### config.mk
export PLATFORM = sky130hd
export DESIGN_NAME = nib_rx
export DESIGN_NICKNAME = d
export VERILOG_FILES = /design/src/rtl/nib_rx_pkg.sv /design/src/rtl/nib_rst_sync.sv /design/src/rtl/nib_par_chk.sv /design/src/rtl/nib_rx_resp.sv /design/src/rtl/nib_rx_fwd.sv /design/src/rtl/nib_rx.sv
export SDC_FILE = /design/constraint.sdc
export NUM_CORES = 1
export LEC_CHECK = 0
export BUFFER_PORTS_ARGS = -buffer_cell sky130_fd_sc_hd__buf_4
export CAP_MARGIN = 10
export CORE_AREA = 3 3 40 42
export DETAILED_ROUTE_END_ITERATION = 12
export DIE_AREA = 0 0 43 45
export GPL_TIMING_DRIVEN = 0
export PLACE_DENSITY = 0.64
export SETUP_SLACK_MARGIN = 0.15
export SYNTH_ARGS = -nofsm -noshare
export SYNTH_HDL_FRONTEND = slang
export SYNTH_SLANG_ARGS = --single-unit
### constraint.sdc
create_clock -name clk -period 0.8 [get_ports clk]
set_clock_uncertainty 0.2 [all_clocks]
set_input_delay 0.12 -clock clk [delete_from_list [all_inputs] [get_ports clk]]
set_output_delay 0.12 -clock clk [all_outputs]
set_load 0.05 [all_outputs]
### src/rtl/nib_rx_pkg.sv
package nib_rx_pkg;

  localparam int unsigned NIB_W = 4;

  typedef enum logic [1:0] {
    RSP_IDLE = 2'b00,
    RSP_ACK  = 2'b01,
    RSP_ERR  = 2'b10
  } rsp_e;

endpackage

### src/rtl/nib_rst_sync.sv
module nib_rst_sync #(
  parameter int unsigned STAGES = 2
) (
  input  logic clk,
  input  logic rst_n,
  output logic rst_sync_n
);

  logic [STAGES-1:0] sync_q;
  logic [STAGES-1:0] sync_d;

  always_comb begin
    sync_d = {sync_q[STAGES-2:0], 1'b1};
  end

  always_ff @(posedge clk or negedge rst_n) begin
    if (!rst_n) begin
      sync_q <= '0;
    end else begin
      sync_q <= sync_d;
    end
  end

  assign rst_sync_n = sync_q[STAGES-1];

endmodule

### src/rtl/nib_par_chk.sv
module nib_par_chk #(
  parameter int unsigned W = 4
) (
  input  logic [W-1:0] data,
  input  logic         par,
  output logic         good
);

  logic [W:0] chain;

  assign chain[0] = par;

  for (genvar i = 0; i < W; i++) begin : g_xor
    assign chain[i+1] = chain[i] ^ data[i];
  end

  assign good = ~chain[W];

endmodule

### src/rtl/nib_rx_resp.sv
module nib_rx_resp
  import nib_rx_pkg::*;
#(
  parameter int unsigned W = 4
) (
  input  logic         clk,
  input  logic         rst_n,
  input  logic         req,
  input  logic [W-1:0] data,
  input  logic         good,
  output rsp_e         rsp,
  output logic [W-1:0] held
);

  rsp_e         rsp_q;
  rsp_e         rsp_d;
  logic [W-1:0] held_q;
  logic         busy;
  logic         take;
  logic         held_en;

  always_comb begin
    busy    = (rsp_q != RSP_IDLE);
    take    = req && !busy;
    held_en = take && good;
    if (!take) begin
      rsp_d = RSP_IDLE;
    end else if (good) begin
      rsp_d = RSP_ACK;
    end else begin
      rsp_d = RSP_ERR;
    end
  end

  always_ff @(posedge clk or negedge rst_n) begin
    if (!rst_n) begin
      rsp_q <= RSP_IDLE;
    end else begin
      rsp_q <= rsp_d;
    end
  end

  always_ff @(posedge clk or negedge rst_n) begin
    if (!rst_n) begin
      held_q <= '0;
    end else if (held_en) begin
      held_q <= data;
    end
  end

  assign rsp  = rsp_q;
  assign held = held_q;

endmodule

### src/rtl/nib_rx_fwd.sv
module nib_rx_fwd
  import nib_rx_pkg::*;
#(
  parameter int unsigned W = 4
) (
  input  logic         clk,
  input  logic         rst_n,
  input  rsp_e         rsp,
  input  logic [W-1:0] held,
  output logic         vld,
  output logic [W-1:0] data
);

  logic         vld_q;
  logic         vld_d;
  logic [W-1:0] data_q;
  logic         fwd_en;

  always_comb begin
    fwd_en = (rsp == RSP_ACK);
    vld_d  = fwd_en;
  end

  always_ff @(posedge clk or negedge rst_n) begin
    if (!rst_n) begin
      vld_q <= 1'b0;
    end else begin
      vld_q <= vld_d;
    end
  end

  always_ff @(posedge clk or negedge rst_n) begin
    if (!rst_n) begin
      data_q <= '0;
    end else if (fwd_en) begin
      data_q <= held;
    end
  end

  assign vld  = vld_q;
  assign data = data_q;

endmodule

### src/rtl/nib_rx.sv
module nib_rx
  import nib_rx_pkg::*;
#(
  parameter int unsigned DATA_W      = NIB_W,
  parameter int unsigned SYNC_STAGES = 2
) (
  input  logic              clk,
  input  logic              rst_n,
  input  logic              req_i,
  input  logic [DATA_W-1:0] data_i,
  input  logic              par_i,
  output logic [1:0]        resp_o,
  output logic              fwd_vld_o,
  output logic [DATA_W-1:0] fwd_data_o
);

  logic              rst_int_n;
  logic              good;
  rsp_e              rsp;
  logic [DATA_W-1:0] held;

  nib_rst_sync #(.STAGES(SYNC_STAGES)) i_rst_sync (
    .clk        (clk),
    .rst_n      (rst_n),
    .rst_sync_n (rst_int_n)
  );

  nib_par_chk #(.W(DATA_W)) i_par_chk (
    .data (data_i),
    .par  (par_i),
    .good (good)
  );

  nib_rx_resp #(.W(DATA_W)) i_resp (
    .clk   (clk),
    .rst_n (rst_int_n),
    .req   (req_i),
    .data  (data_i),
    .good  (good),
    .rsp   (rsp),
    .held  (held)
  );

  nib_rx_fwd #(.W(DATA_W)) i_fwd (
    .clk   (clk),
    .rst_n (rst_int_n),
    .rsp   (rsp),
    .held  (held),
    .vld   (fwd_vld_o),
    .data  (fwd_data_o)
  );

  assign resp_o = rsp;

endmodule

==> impl_metrics.env <==
export IMPL_fin_ws_ps=-435
export IMPL_p_sw_share_pct=38.0
export IMPL_synth_cell_types=15
export IMPL_route_detailed_drc=0
export IMPL_setup_tns_ps=-6560
export IMPL_synth_area_um2=573
export IMPL_clock_sinks=13
export IMPL_syn_instance_count=47
export IMPL_cts_root_buf="clkbuf_4"
export IMPL_grt_setup_unrepaired="yes"
export IMPL_internal_power_uw=1640
export IMPL_antenna_found_initial=0
export IMPL_drive_gt1_share_pct=59.2
export IMPL_regToRegSetupSlack_ps=-440
export IMPL_fin_nets=80
export IMPL_fp_dieH_um=45
export IMPL_seqPwrFrac_pct=37.3
export IMPL_avgViaCountPerCell=4.63
export IMPL_clk_pin_slew_ps=70
export IMPL_first_global_vias=434
export IMPL_gp_congestion=0.689
export IMPL_first_pass_iters=1
export IMPL_startpoint_type="flip-flop"
export IMPL_ys_ff_latch=13
export IMPL_numPortBuffers=14
export IMPL_clock_fmax_mhz=809
export IMPL_start_util_pct=44.6
export IMPL_crit_type="flip-flop to flip-flop"
export IMPL_min_path_cells=3
export IMPL_grt_max_degree=12
export IMPL_final_util_pct=66.6
export IMPL_p_leak_uw=0.000391
export IMPL_hp_class="input port to flip-flop"
export IMPL_setup_violations=18
export IMPL_arrival_ps=1190
export IMPL_initialDrtViolationCount=0
export IMPL_dpl_worst_slack_ps=-482
export IMPL_violations="negative hold slack, negative setup slack"
export IMPL_pwr_share_comb_pct=48.3
export IMPL_finalWirelength_um=946
export IMPL_hold_viol=18
export IMPL_p_per_area_mw_per_mm2=3090
export IMPL_io_pins=15
export IMPL_finalCritPeriodShare_pct=154
export IMPL_num_rows=13
export IMPL_clkLatencyLatePin_ps=270
export IMPL_ff2ff_path_depth=2
export IMPL_dp_hpwl_um=713
export IMPL_core_area_mm2=0.00128
export IMPL_maxCapViolations=0
export IMPL_critPathRequiredTime_ps=750
export IMPL_min_to="i_resp.held[1]$_DFFE_PN0P_"
export IMPL_irDropWorstVdd_mv=1.43
export IMPL_period_minus_slack_ps=1240
export IMPL_ys_seq_area_share_pct=56.8
export IMPL_r2r_end="i_fwd.data[2]$_DFFE_PN0P_"
export IMPL_critPathLaunch="i_resp.rsp[1]$_DFF_PN0_"
export IMPL_final_cell_mix="11 x buf_4, 9 x dfrtp_1, 8 x buf_6"
export IMPL_ys_warn_count=0
export IMPL_grt_usage_pct=12.9
export IMPL_ctsHtreeMaxLevel=1
export IMPL_grt_pass1_wl_mm=1.79
export IMPL_synth_area_per_cell_um2=12.2
export IMPL_vias=398
export IMPL_dp_cells=76
export IMPL_drv_slew=0
export IMPL_clkPwrFrac_pct=14.4
export IMPL_n_antenna_cell=0
export IMPL_fin_cells=86
export IMPL_die_w_um=43
export IMPL_cts_buffers=3
export IMPL_synth_fp_nets=55
export IMPL_wl_per_cell_um=11.0
export IMPL_cts_buffer_depth=2
export IMPL_worstPathMaxFanout=5
export IMPL_grt_ovfl_total=0
export IMPL_hold_buffers=1
export IMPL_holdWs_ps=-94.1
export IMPL_cts_tree="yes"
export IMPL_final_common_cell="buf_4"
export IMPL_ant_nets=0
export IMPL_status="finished, violations left"
export IMPL_area_growth_pct=49.3
export IMPL_rr_startpoint="i_resp.rsp[1]$_DFF_PN0_"
export IMPL_endpoint_kind="flip-flop"
export IMPL_hold_path_startpoint="data_i[1]"
export IMPL_die_area_mm2=0.00194
export IMPL_switching_power_uw=1000
cells in the mapped netlist (all sizes together):
master | instances | area [um^2]
inv | 2 | 7.51
dfrtp | 13 | 325
conb | 1 | 3.75
nand2 | 1 | 3.75
xor2 | 5 | 58.8
nand2b | 1 | 6.26
mux2 | 4 | 45.0
and2 | 2 | 12.5
xnor2 | 4 | 42.6
o21ai | 7 | 35.0
a21oi | 5 | 25.0
nor2 | 2 | 7.51
layer usage:
layer	part of all wire (%)	GRT usage (%)
met1	42	16.2
met2	50	20.4
met3	6.1	2.39
met4	2.0	9.04
met5	0	0
power by group through the flow:
stage	Clock [uW]	Sequential, uW	Combinational (uW)
finish	382	986	1280
global route	430	1010	1360
CTS	398	974	1240
detailed placement	0	967	1010
global placement	0	960	1000
floorplan	0	1320	370
state kept, by name (all words and copies together) (netlist names):
register and count:
i_fwd.data 4, i_fwd.vld 1, i_resp.held 4, i_resp.rsp 2, i_rst_sync.sync_q 2
logic make-up (layout without fill, tap and decap cells):
family / count (synthesis) / in the layout / share of synthesized area, %
AOI/OAI and AO/OA: 12 / 12 / 10.5
xor gates and xnor gates: 9 / 9 / 17.7
and+or+nand+nor: 6 / 6 / 5.24
buffers and inverters: 2 / 26 / 1.31
other: 1 / 1 / 0.654
muxes: 4 / 4 / 7.86
DFF: 13 / 13 / 56.8
per-stage QoR:
step                      cell area [um^2]  hold slack (ps)  power [uW]
after global routing                   856            -93.3        2800
final                                  856            -94.1        2640
after floorplan                        602             -376        1690
after global placement                 726             -296        1960
after CTS                              833            -91.9        2610
after detailed placement               726             -291        1980
worst max-delay path: stages, from the launching register on:
cell	delay, ps
dfrtp_2	440
nand2b_4	190
mux2_4	300
timing repair:
item / CTS / global route
buffers inserted: 5 / 0
hold endpoints to repair: 18 / 18
pin swaps: 3 / 3
resized for setup: 15 / 7
endpoints found under the setup margin: 30 / 19
worst max path at each step:
stage	to	slack (ps)	cells after the start
floorplan	i_fwd.data[0]$_DFFE_PN0P_	-550	2
global placement	i_resp.rsp[0]$_DFF_PN0_	-480	5
detailed placement	i_resp.held[0]$_DFFE_PN0P_	-480	4
CTS	i_fwd.data[1]$_DFFE_PN0P_	-430	2
global route	i_resp.held[1]$_DFFE_PN0P_	-480	4
finish	i_fwd.data[2]$_DFFE_PN0P_	-440	2
area by class of cell:
cell class              instances  area [um^2]
fillers                       102          429
flip-flops and latches         13          330
multi-input cells              32          290
repair buffers                 20          183
clock buffers                   4         26.3
well taps                      15         18.8
inverters                       2         7.51
(Power assumes the default switching activity.)
